[src/rtl/irt_pkg.sv]
package irt_pkg;
  parameter int unsigned IO_DW = 8;

  typedef struct packed {
    logic cpu_intr;
    logic cpu_nmi;
    logic lint0;
    logic lint1;
  } route_out_t;

  // steering of the two interrupt lines by the routing bit
  function automatic route_out_t steer(input logic mode, input logic intr, input logic nmi);
    route_out_t r;
    r.cpu_intr = ~mode & intr;
    r.cpu_nmi  = ~mode & nmi;
    r.lint0    =  mode & intr;
    r.lint1    =  mode & nmi;
    return r;
  endfunction

  // read-back value for one sampled read strobe
  function automatic logic [IO_DW-1:0] read_value(input logic hit_index, input logic hit_data,
                                                  input logic sel, input logic [IO_DW-1:0] idx,
                                                  input logic mode);
    logic [IO_DW-1:0] v;
    if (hit_index)            v = idx;
    else if (hit_data && sel) v = {{(IO_DW-1){1'b0}}, mode};
    else                      v = {IO_DW{1'b1}};
    return v;
  endfunction
endpackage

[src/rtl/irt_port_decode.sv]
module irt_port_decode #(
  parameter int unsigned ADDR_W     = 16,
  parameter logic [ADDR_W-1:0] INDEX_PORT = 16'h0022,
  parameter logic [ADDR_W-1:0] DATA_PORT  = 16'h0023
) (
  input  logic [ADDR_W-1:0] addr,
  output logic              hit_index,
  output logic              hit_data
);
  assign hit_index = (addr == INDEX_PORT);
  assign hit_data  = (addr == DATA_PORT);
endmodule

[src/rtl/irt_index_latch.sv]
module irt_index_latch
  import irt_pkg::*;
#(
  parameter logic [IO_DW-1:0] SEL_CODE = 8'h70
) (
  input  logic             clk,
  input  logic             rst_n,
  input  logic             wr_en,
  input  logic [IO_DW-1:0] wdata,
  output logic [IO_DW-1:0] idx_q,
  output logic             sel_hit
);
  always_ff @(posedge clk or negedge rst_n) begin
    if (!rst_n)     idx_q <= '0;
    else if (wr_en) idx_q <= wdata;
  end
  assign sel_hit = (idx_q == SEL_CODE);
endmodule

[src/rtl/irt_mode_reg.sv]
module irt_mode_reg (
  input  logic clk,
  input  logic rst_n,
  input  logic wr_en,
  input  logic wbit,
  output logic mode_q
);
  always_ff @(posedge clk or negedge rst_n) begin
    if (!rst_n)     mode_q <= 1'b0;
    else if (wr_en) mode_q <= wbit;
  end
endmodule

[src/rtl/irt_steer.sv]
module irt_steer
  import irt_pkg::*;
(
  input  logic       clk,
  input  logic       rst_n,
  input  logic       mode,
  input  logic       intr,
  input  logic       nmi,
  output route_out_t out_q
);
  route_out_t nxt;
  assign nxt = steer(mode, intr, nmi);
  always_ff @(posedge clk or negedge rst_n) begin
    if (!rst_n) out_q <= '0;
    else        out_q <= nxt;
  end
endmodule

[src/rtl/intr_route_ctl.sv]
module intr_route_ctl
  import irt_pkg::*;
#(
  parameter int unsigned ADDR_W = 16,
  parameter logic [ADDR_W-1:0] INDEX_PORT = 16'h0022,
  parameter logic [ADDR_W-1:0] DATA_PORT  = 16'h0023,
  parameter logic [IO_DW-1:0]  SEL_CODE   = 8'h70
) (
  input  logic              clk,
  input  logic              rst_n,
  input  logic [ADDR_W-1:0] io_addr,
  input  logic [IO_DW-1:0]  io_wdata,
  input  logic              io_wr,
  input  logic              io_rd,
  output logic [IO_DW-1:0]  io_rdata,
  input  logic              pic_intr_in,
  input  logic              nmi_in,
  output logic              cpu_intr,
  output logic              cpu_nmi,
  output logic              lapic_lint0,
  output logic              lapic_lint1
);
  // named internal events, also used by the checker
  logic             hit_index, hit_data;
  logic             idx_wr, mode_wr, sel_hit;
  logic [IO_DW-1:0] idx_q;
  logic             mode_q;
  route_out_t       route_q;

  irt_port_decode #(.ADDR_W(ADDR_W), .INDEX_PORT(INDEX_PORT), .DATA_PORT(DATA_PORT)) u_dec (
    .addr(io_addr), .hit_index(hit_index), .hit_data(hit_data));

  assign idx_wr  = io_wr & hit_index;
  assign mode_wr = io_wr & hit_data & sel_hit;

  irt_index_latch #(.SEL_CODE(SEL_CODE)) u_idx (
    .clk(clk), .rst_n(rst_n), .wr_en(idx_wr), .wdata(io_wdata),
    .idx_q(idx_q), .sel_hit(sel_hit));

  irt_mode_reg u_mode (
    .clk(clk), .rst_n(rst_n), .wr_en(mode_wr), .wbit(io_wdata[0]), .mode_q(mode_q));

  irt_steer u_steer (
    .clk(clk), .rst_n(rst_n), .mode(mode_q), .intr(pic_intr_in), .nmi(nmi_in),
    .out_q(route_q));

  always_ff @(posedge clk or negedge rst_n) begin
    if (!rst_n)     io_rdata <= {IO_DW{1'b1}};
    else if (io_rd) io_rdata <= read_value(hit_index, hit_data, sel_hit, idx_q, mode_q);
  end

  assign cpu_intr    = route_q.cpu_intr;
  assign cpu_nmi     = route_q.cpu_nmi;
  assign lapic_lint0 = route_q.lint0;
  assign lapic_lint1 = route_q.lint1;
endmodule

[config.mk]
export PLATFORM = sky130hd
export DESIGN_NAME = intr_route_ctl
export DESIGN_NICKNAME = d
export VERILOG_FILES = /design/src/rtl/irt_pkg.sv /design/src/rtl/irt_port_decode.sv /design/src/rtl/irt_index_latch.sv /design/src/rtl/irt_mode_reg.sv /design/src/rtl/irt_steer.sv /design/src/rtl/intr_route_ctl.sv
export SDC_FILE = /design/constraint.sdc
export NUM_CORES = 1
export LEC_CHECK = 0
export BUFFER_PORTS_ARGS = -buffer_cell sky130_fd_sc_hd__buf_2
export CORE_MARGIN = 4
export CORE_UTILIZATION = 44
export DETAILED_ROUTE_END_ITERATION = 7
export PLACE_DENSITY = 0.76
export SYNTH_ARGS = -nofsm -noshare
export SYNTH_HDL_FRONTEND = slang
export SYNTH_SLANG_ARGS = --single-unit
[constraint.sdc]
create_clock -name clk -period 1.9 [get_ports clk]
set_input_delay 0.285 -clock clk [delete_from_list [all_inputs] [get_ports clk]]
set_output_delay 0.285 -clock clk [all_outputs]
set_load 0.01 [all_outputs]
==> results.cfg, run 1 <==
[clock_tree]
clk_latency_ps = 310
path_clk_slew_ps = 120
number_of_buffers_created_by_cts = 3
cts.htree.levels = 1
clock_sink_count = 21
maximum_buffer_depth_of_the_clock_tree = 2
post_cts_resized = 0
tritoncts_clock_tree = done
clock_tree.root_cell = sky130_fd_sc_hd__clkbuf_4

[global_route]
grt_usage_pct = 14.7
maximum_number_of_pins_on_one_net_before_global_route_repair = 22
grt_pass1_wl_mm = 2.99
grt_pass1_vias = 705
grt_overflow = 0
antenna_violations_before_repair = 0

[critical_path]
critical_path_class = reg2reg
r2r-start = u_idx.idx_q[1]
reg2reg_end = u_mode.mode_q
timing.critical_path.required_ps = 2090
element_type_at_the_critical_path_start = flop
worst_setup_path_end_kind = flop
rr_worst_depth = 4
cp_data_arrival_time_ps = 1840
regToRegSetupSlack_ps = 250
timing.critical_path.fanout_max = 3

[run]
max-cap-violations = 0

[detailed_routing]
drt_first_pass_iters = 4
postRouteAntennaNets = 0
drt_iter0_markers = 22
vias = 732
wl_met1_um = 781
via_density_per_instance = 4.98
top_signal_layer_used = met4
wl_per_cell_um = 13.0
drc_errors = 0
met2_wirelength_um = 977
met3RoutedLength_um = 126
wl_mm = 1.91

[cells_and_area]
postLayoutCellArea_mm2 = 0.00117
multiInputGateArea_um2 = 354
layout-area-overhead-vs-synth_pct = 29.1
nets = 151
layoutNonFillerInstCount = 147
layout_cell_share_with_drive_strength_beyond_1_pct = 54.2
n_fill_cell = 168
num_antenna_cells = 0
final-seq-area_um2 = 536

[synth]
syn_nets = 107
netlist.area_leader.share_pct = 35.9
post_synth_instance_area_um2 = 906
yosys_warnings = 0
ys_seq_elements = 21
synthesis.area_per_instance_um2 = 11.8
synthCells = 77
synth_top_area_cell = sky130_fd_sc_hd__dfrtp_1
seq_area_frac_synth_pct = 59.1
synth_area_leaders = sky130_fd_sc_hd__dfrtp_1 36%, sky130_fd_sc_hd__dfstp_2 23%, sky130_fd_sc_hd__mux2_2 11%
synth.lib_cells_used.distinct = 21

[timing]
maxClockFrequency_mhz = 606
maxSlewHeadroom_pct = 70.1
timing.clock.skew_ps = 12.0
setup_viol = 0
postLayoutSetupSlackWorst_ps = 251
tns_ps = 0
hold_viol = 0
tightest_slew_ps = 449
period_share_pct = 86.8
timing.final.crit_period_ps = 1650
timing_max_transition_violations_final = 0
grt_setup_unrepaired = no

[power]
power_frac_comb_pct = 8.1
p_clk_share_pct = 29.3
sequential_fraction_of_design_power_pct = 62.6
power.switching_fraction_pct = 22.6
p_int_mw = 0.557
net-switching-power_mw = 0.162
vdd_drop_max_uv = 323
p_per_area_mw_per_mm2 = 615
power.static_leakage_nw = 0.549

[die]
coreArea_mm2 = 0.00196
top_level_ports = 42
placement_rows = 16
design.die.area_mm2 = 0.00285
initial_core_util_pct = 46.2
die_height_um = 53.4
die_w_um = 53.4

[placement]
hpwl_mm = 1.45
dp.cells = 142
port-buffer-count = 41
place.gp.congestion = 0.757
post_dp_cell_area_mm2 = 0.00113
dpl_worst_slack_ps = 52.4

[min_path]
holdPathEnd = u_idx.idx_q[3]
min_from = io_wdata[3]
holdCritPathClass = in2reg
min_path_cells = 2

[outcome]
outcome = finished, final reports clean
[metal layers]
| layer | vias up | track usage (%) |
|---|---|---|
| met1 | 342 | 16.5 |
| met5 | - | 0 |
| li1 | 361 | - |
| met3 | 4 | 3.10 |
| met2 | 25 | 25.1 |
| met4 | 0 | 8.51 |
[power by group through the flow]
stage               sequential [mW]  clock [mW]  combinational [mW]
floorplan                     0.460           0              0.0138
global placement              0.458           0              0.0555
detailed placement            0.458           0              0.0566
CTS                           0.450       0.217              0.0585
global route                  0.451       0.240              0.0654
finish                        0.450       0.211              0.0582
[logic make-up (layout without fill, tap and decap cells)]
family | after synthesis | after routing | share of synthesized area (%)
AND/OR/NAND/NOR | 33 | 33 | 20.3
flip-flops | 21 | 21 | 59.1
AO/OA/AOI/OAI | 10 | 10 | 7.60
multiplexers | 9 | 9 | 11.2
buffers and inverters | 4 | 47 | 1.79
[what timing repair did]
| action | 4_1_cts | 5_1_grt |
|---|---|---|
| hold endpoints to repair | 13 | 0 |
| setup buffers | 0 | 0 |
| hold buffers | 1 | 0 |
[state kept, by name (all words and copies together), names as in the netlist]
signal / cells
io_rdata: 8
u_steer.out_q: 4
u_idx.idx_q: 8
u_mode.mode_q: 1
[cells in the mapped netlist]
cell type	number
sky130_fd_sc_hd__or3b_1	1
sky130_fd_sc_hd__nand2b_1	1
sky130_fd_sc_hd__nor2_1	10
sky130_fd_sc_hd__inv_1	1
sky130_fd_sc_hd__nand4_1	2
sky130_fd_sc_hd__nor4_1	4
sky130_fd_sc_hd__buf_2	1
sky130_fd_sc_hd__nand3_1	1
sky130_fd_sc_hd__nor2b_1	3
sky130_fd_sc_hd__o22ai_1	1
sky130_fd_sc_hd__nor3_4	1
sky130_fd_sc_hd__nor4b_2	1
sky130_fd_sc_hd__buf_1	1
sky130_fd_sc_hd__and2_1	2
sky130_fd_sc_hd__nand2_1	7
sky130_fd_sc_hd__a211oi_2	1
sky130_fd_sc_hd__dfstp_2	8
sky130_fd_sc_hd__dfrtp_1	13
sky130_fd_sc_hd__mux2_2	9
sky130_fd_sc_hd__a31oi_1	8
sky130_fd_sc_hd__clkbuf_1	1
[worst max-delay path by stage]
stage	slack, ps	cells after the start	startpoint	to
after floorplan	310	4	io_addr[3]	u_idx.idx_q[0]
after global placement	80	5	io_addr[11]	u_idx.idx_q[0]
after detailed placement	50	5	io_addr[11]	u_idx.idx_q[6]
after CTS	260	4	u_idx.idx_q[1]	u_mode.mode_q
after global routing	130	4	u_idx.idx_q[1]	io_rdata[2]
final	250	4	u_idx.idx_q[1]	u_mode.mode_q
[metrics by stage]
step           hold slack (ps)  power (mW)  utilization (%)
3_3_place_gp               249       0.514             57.7
5_1_grt                    181       0.756             59.6
4_1_cts                    198       0.726             59.6
2_1_floorplan            -10.6       0.474                -
3_5_place_dp               258       0.515             57.7
6_report                   198       0.719             59.6
[placed cells by master, fill, tap and decap left out, types with 2 or more instances in the layout]
cell / synthesis / routed
sky130_fd_sc_hd__buf_2: 1 / 41
sky130_fd_sc_hd__dfrtp_1: 13 / 13
sky130_fd_sc_hd__nor2_1: 10 / 10
sky130_fd_sc_hd__mux2_2: 9 / 9
sky130_fd_sc_hd__a31oi_1: 8 / 8
sky130_fd_sc_hd__dfstp_2: 8 / 8
sky130_fd_sc_hd__nand2_1: 7 / 7
sky130_fd_sc_hd__nor4_1: 4 / 4
sky130_fd_sc_hd__nor2b_1: 3 / 3
sky130_fd_sc_hd__clkbuf_4: 0 / 3
sky130_fd_sc_hd__and2_1: 2 / 2
sky130_fd_sc_hd__nand4_1: 2 / 2
[cell type report]
type / count / area share (%)
sequential: 21 / 45.8
multi-input combinational: 52 / 30.3
timing repair buffer: 42 / 18.4
tap: 27 / 2.89
clock buffer: 3 / 1.93
clock inverter: 1 / 0.428
inverter: 1 / 0.321
[critical path, stage by stage, from the launching register on]
cell and delay [ps]:
sky130_fd_sc_hd__dfrtp_1 410, sky130_fd_sc_hd__nor4_1 270, sky130_fd_sc_hd__nand4_1 200, sky130_fd_sc_hd__nor4_1 280, sky130_fd_sc_hd__mux2_2 370
Note: power is estimated with default switching activity, not from simulation.
==> run 2: changes to the inputs <==
CORE_UTILIZATION = 48   (was 44)
PLACE_DENSITY = 0.82   (was 0.76)
clock period = 1.95 ns   (was 1.9 ns; I/O delays follow)
==> results.cfg, run 2 (synthesized netlist as in run 1, its figures left out) <==
[detailed_routing]
vias = 731
drt_first_pass_iters = 4
drt_iter0_markers = 6
drc_errors = 0
wl_mm = 1.78
via_density_per_instance = 5.04
postRouteAntennaNets = 0
wl_per_cell_um = 12.3

[timing]
timing.final.crit_period_ps = 1690
grt_setup_unrepaired = no
tns_ps = 0
period_share_pct = 86.8
hold_viol = 0
fin_worst_hold_slack_ps = 213
timing.clock.skew_ps = 7.56
setup_viol = 0
maxClockFrequency_mhz = 591
timing_max_transition_violations_final = 0
maxSlewHeadroom_pct = 69.6
tightest_slew_ps = 456

[global_route]
grt_pass1_vias = 693
grt_usage_pct = 15.0
grt_pass1_wl_mm = 3.02
grt_overflow = 0
antenna_violations_before_repair = 0
maximum_number_of_pins_on_one_net_before_global_route_repair = 22

[critical_path]
timing.critical_path.cells = nor4_1 -> nand4_1 -> nor4_1 -> mux2_2
timing.critical_path.slowest_cell_delay_ps = 430
reg2reg_end = u_mode.mode_q
element_type_at_the_critical_path_start = flop
r2r-start = u_idx.idx_q[1]
timing.critical_path.required_ps = 2140
worst_setup_path_end_kind = flop
slowest_stage = sky130_fd_sc_hd__dfrtp_1
cp_data_arrival_time_ps = 1880
regToRegSetupSlack_ps = 260
timing.critical_path.mode_cell = sky130_fd_sc_hd__nor4_1
timing.critical_path.fanout_max = 3
critical_path_class = reg2reg
critPathLaunch = u_idx.idx_q[1]
timing.critical_path.to = u_mode.mode_q
rr_worst_depth = 4

[run]
max-cap-violations = 0

[clock_tree]
number_of_buffers_created_by_cts = 3
path_clk_slew_ps = 110
maximum_buffer_depth_of_the_clock_tree = 2
post_cts_resized = 0
cts.hold.buffers_added = 1
tritoncts_clock_tree = done
clock_tree.root_cell = sky130_fd_sc_hd__clkbuf_4
postCtsSetupRepairBufs = 0
cts.htree.levels = 1
clock_sink_count = 21
clk_latency_ps = 300

[cells_and_area]
layout_common_cells = 41 x sky130_fd_sc_hd__buf_2, 13 x sky130_fd_sc_hd__dfrtp_1, 10 x sky130_fd_sc_hd__nor2_1, 9 x sky130_fd_sc_hd__mux2_2
layout-area-overhead-vs-synth_pct = 28.9
layout.cells.most_common = sky130_fd_sc_hd__buf_2
fin_util_pct = 66.2
num_antenna_cells = 0
nets = 151
layout_cell_share_with_drive_strength_beyond_1_pct = 54.2
biggestRegsByFlops = io_rdata: 8 flops, u_idx.idx_q: 8 flops, u_steer.out_q: 4 flops

[outcome]
outcome = finished, final reports clean

[power]
vdd_drop_max_uv = 430
design_power_total_mw = 0.697
p_per_area_mw_per_mm2 = 597
power.static_leakage_nw = 0.549

[die]
coreArea_mm2 = 0.00176
design.die.area_mm2 = 0.00265
top_level_ports = 42
initial_core_util_pct = 51.3
die_height_um = 51.4
placement_rows = 15
die_w_um = 51.4

[placement]
port-buffer-count = 41
place.gp.congestion = 0.730

[min_path]
holdCritPathClass = in2reg
## run 2: through the flow
step | setup slack, ps | cell area [um^2] | std cells
floorplan | 352 | 906 | 77
global placement | 145 | 1130 | 140
detailed placement | 99.4 | 1130 | 140
CTS | 226 | 1170 | 145
global route | 187 | 1170 | 145
finish | 258 | 1170 | 145
## run 2: how the worst min path moves through the flow
stage	from	to	slack, ps	depth (start not counted)
after global routing	io_wdata[6]	u_idx.idx_q[6]	210	2
final	pic_intr_in	u_steer.out_q[1]	210	2
after floorplan	rst_n	u_idx.idx_q[0]	-3	0
after CTS	pic_intr_in	u_steer.out_q[1]	210	2
after global placement	rst_n	u_steer.out_q[3]	250	1
after detailed placement	rst_n	u_steer.out_q[3]	250	1
## run 2: layer usage
layer  vias to the layer above  wire length, um  global-route usage [%]
li1                        361                -                       -
met1                       348              723                    18.9
met2                        20              942                    26.1
met3                         2               99                    2.92
met4                         0               17                    3.93
met5                         -                0                       0
## run 2: power breakdown
part           switching [mW]  total (mW)  internal, mW
logic                  0.0287      0.0563        0.0276
clock network           0.126       0.202        0.0765
registers            0.000375       0.439         0.438
total                   0.155       0.697         0.542
## run 2: cell type report
cell class | instances | area (um^2)
clock buffer | 3 | 22.5
clock inverter | 1 | 5.00
fill | 172 | 597
inverter | 1 | 3.75
multi-input combinational | 52 | 354
sequential | 21 | 536
tap | 25 | 31.3
timing repair buffer | 42 | 215
## run 2: worst max-delay path, delay by kind of cell (launching register included)
family,cells,cell delay [ps]
simple gates,3,780
flops,1,430
mux,1,370
==> run 3: changes to the inputs <==
CORE_UTILIZATION = 40   (was 48)
PLACE_DENSITY = 0.73   (was 0.82)
clock period = 1.5 ns   (was 1.95 ns; I/O delays follow)
==> results.cfg, run 3 (synthesized netlist as in run 1, its figures left out) <==
[outcome]
outcome = finished with violations
violations = negative setup slack

[critical_path]
element_type_at_the_critical_path_start = flop
timing.critical_path.required_ps = 1690
slowest_stage = sky130_fd_sc_hd__dfrtp_1
r2r-start = u_idx.idx_q[1]
critical_path.n_buffers_inverters = 0
critPathLaunch = u_idx.idx_q[1]
cp_data_arrival_time_ps = 1800
timing.critical_path.cells = nor4_2 -> nand4_1 -> nor4_2 -> mux2_2
path_depth = 4
regToRegSetupSlack_ps = -100
rr_worst_depth = 4
cpLargestDelayFamily = simple AND/OR/NAND/NOR gates
critical_path_class = reg2reg
reg2reg_end = u_mode.mode_q
timing.critical_path.to = u_mode.mode_q
worst_setup_path_end_kind = flop
timing.critical_path.mode_cell = sky130_fd_sc_hd__nor4_2
timing.critical_path.slowest_cell_delay_ps = 410
timing.critical_path.fanout_max = 2

[global_route]
grt_pass1_vias = 808
antenna_violations_before_repair = 0
grt_overflow = 0
maximum_number_of_pins_on_one_net_before_global_route_repair = 22
grt_usage_pct = 13.5
grt_pass1_wl_mm = 3.37

[power]
p_per_area_mw_per_mm2 = 703
design_power_total_mw = 0.913
vdd_drop_max_uv = 432
power.static_leakage_nw = 0.609

[detailed_routing]
postRouteAntennaNets = 0
drc_errors = 0
wl_per_cell_um = 12.9
drt_iter0_markers = 20
drt_first_pass_iters = 2
via_density_per_instance = 4.93
vias = 774
wl_mm = 2.03

[cells_and_area]
nets = 161
postLayoutCellArea_mm2 = 0.00130
layout.cells.most_common = sky130_fd_sc_hd__buf_2
layout_common_cells = 41 x sky130_fd_sc_hd__buf_2, 13 x sky130_fd_sc_hd__dfrtp_1, 10 x sky130_fd_sc_hd__nor2_1, 9 x sky130_fd_sc_hd__mux2_2, 9 x sky130_fd_sc_hd__buf_4
layout-area-overhead-vs-synth_pct = 43.2
layoutNonFillerInstCount = 157
biggestRegsByFlops = io_rdata: 8 flops, u_idx.idx_q: 8 flops, u_steer.out_q: 4 flops
num_antenna_cells = 0
layout_cell_share_with_drive_strength_beyond_1_pct = 61.5
fin_util_pct = 62.9

[timing]
period_share_pct = 107
tightest_slew_ps = 438
maxClockFrequency_mhz = 623
timing.clock.skew_ps = 2.89
timing.final.crit_period_ps = 1600
postLayoutSetupSlackWorst_ps = -105
hold_viol = 0
grt_setup_unrepaired = yes
maxSlewHeadroom_pct = 70.8
timing_max_transition_violations_final = 0
setup_viol = 8

[clock_tree]
clock_tree.root_cell = sky130_fd_sc_hd__clkbuf_4
cts.htree.levels = 1
clock_sink_count = 21
tritoncts_clock_tree = done
maximum_buffer_depth_of_the_clock_tree = 2
clk_latency_ps = 300
number_of_buffers_created_by_cts = 3
path_clk_slew_ps = 110

[die]
initial_core_util_pct = 43.9
top_level_ports = 42
placement_rows = 16
die_height_um = 55.6
coreArea_mm2 = 0.00206
design.die.area_mm2 = 0.00309
die_w_um = 55.6

[min_path]
holdCritPathClass = in2reg

[placement]
port-buffer-count = 41
dp.cells = 151
place.gp.congestion = 0.744
dpl_worst_slack_ps = -274
post_dp_cell_area_mm2 = 0.00121
hpwl_mm = 1.59

[run]
max-cap-violations = 0
-- run 3: cell types whose count changed in the layout (fill, tap and decap cells not counted) --
cell                      before  now
sky130_fd_sc_hd__nor4_1        4    0
sky130_fd_sc_hd__buf_12        0    1
sky130_fd_sc_hd__a31oi_1       8    7
sky130_fd_sc_hd__buf_4         0    9
sky130_fd_sc_hd__a31oi_4       0    1
sky130_fd_sc_hd__nor4_2        0    4
-- run 3: cell type report --
class	count	area (um^2)
clock buffers	3	22.5
clock inverters	1	5.00
fillers	177	764
inverters	1	3.75
multi-input cells	52	394
flip-flops and latches	21	536
well taps	27	33.8
repair buffers	52	303
-- run 3: worst min path at each step --
stage,start,cells after the start,to
global route,io_wdata[3],2,u_idx.idx_q[3]
CTS,io_wdata[7],2,u_idx.idx_q[7]
floorplan,rst_n,0,u_idx.idx_q[0]
global placement,rst_n,1,u_steer.out_q[3]
detailed placement,rst_n,1,u_steer.out_q[3]
finish,pic_intr_in,2,u_steer.out_q[1]
-- run 3: timing repair --
| item | in CTS | in global routing |
|---|---|---|
| hold buffers | 1 | 0 |
| endpoints found under the hold margin | 13 | 0 |
| endpoints found under the setup margin | 8 | 16 |
| pin swaps | 3 | 2 |
| resized for setup | 1 | 4 |
| setup buffers | 0 | 1 |
-- run 3: report_power, final --
group	total, mW	switching [mW]	internal [mW]
Sequential	0.570	0.000494	0.570
Clock	0.262	0.163	0.0993
Combinational	0.0802	0.0414	0.0388
Total	0.913	0.205	0.708
-- run 3: through the flow --
step	TNS, ps	hold slack (ps)
3_3_place_gp	-1800	189
2_1_floorplan	-273	-70.6
5_1_grt	-1830	126
4_1_cts	-275	138
6_report	-527	143
3_5_place_dp	-2500	194
-- run 3: worst register-to-register path: stages, from the launching register on --
cell                      delay (ps)
sky130_fd_sc_hd__dfrtp_1         410
sky130_fd_sc_hd__nor4_2          290
sky130_fd_sc_hd__nand4_1         170
sky130_fd_sc_hd__nor4_2          260
sky130_fd_sc_hd__mux2_2          360
-- run 3: metal layers --
metal	GRT usage (%)	vias to the layer above	share of wire, %
met5	0	-	0
met4	6.25	0	1.0
met3	3.25	4	6.0
met2	22.8	23	52
met1	16.2	360	41
li1	-	387	-
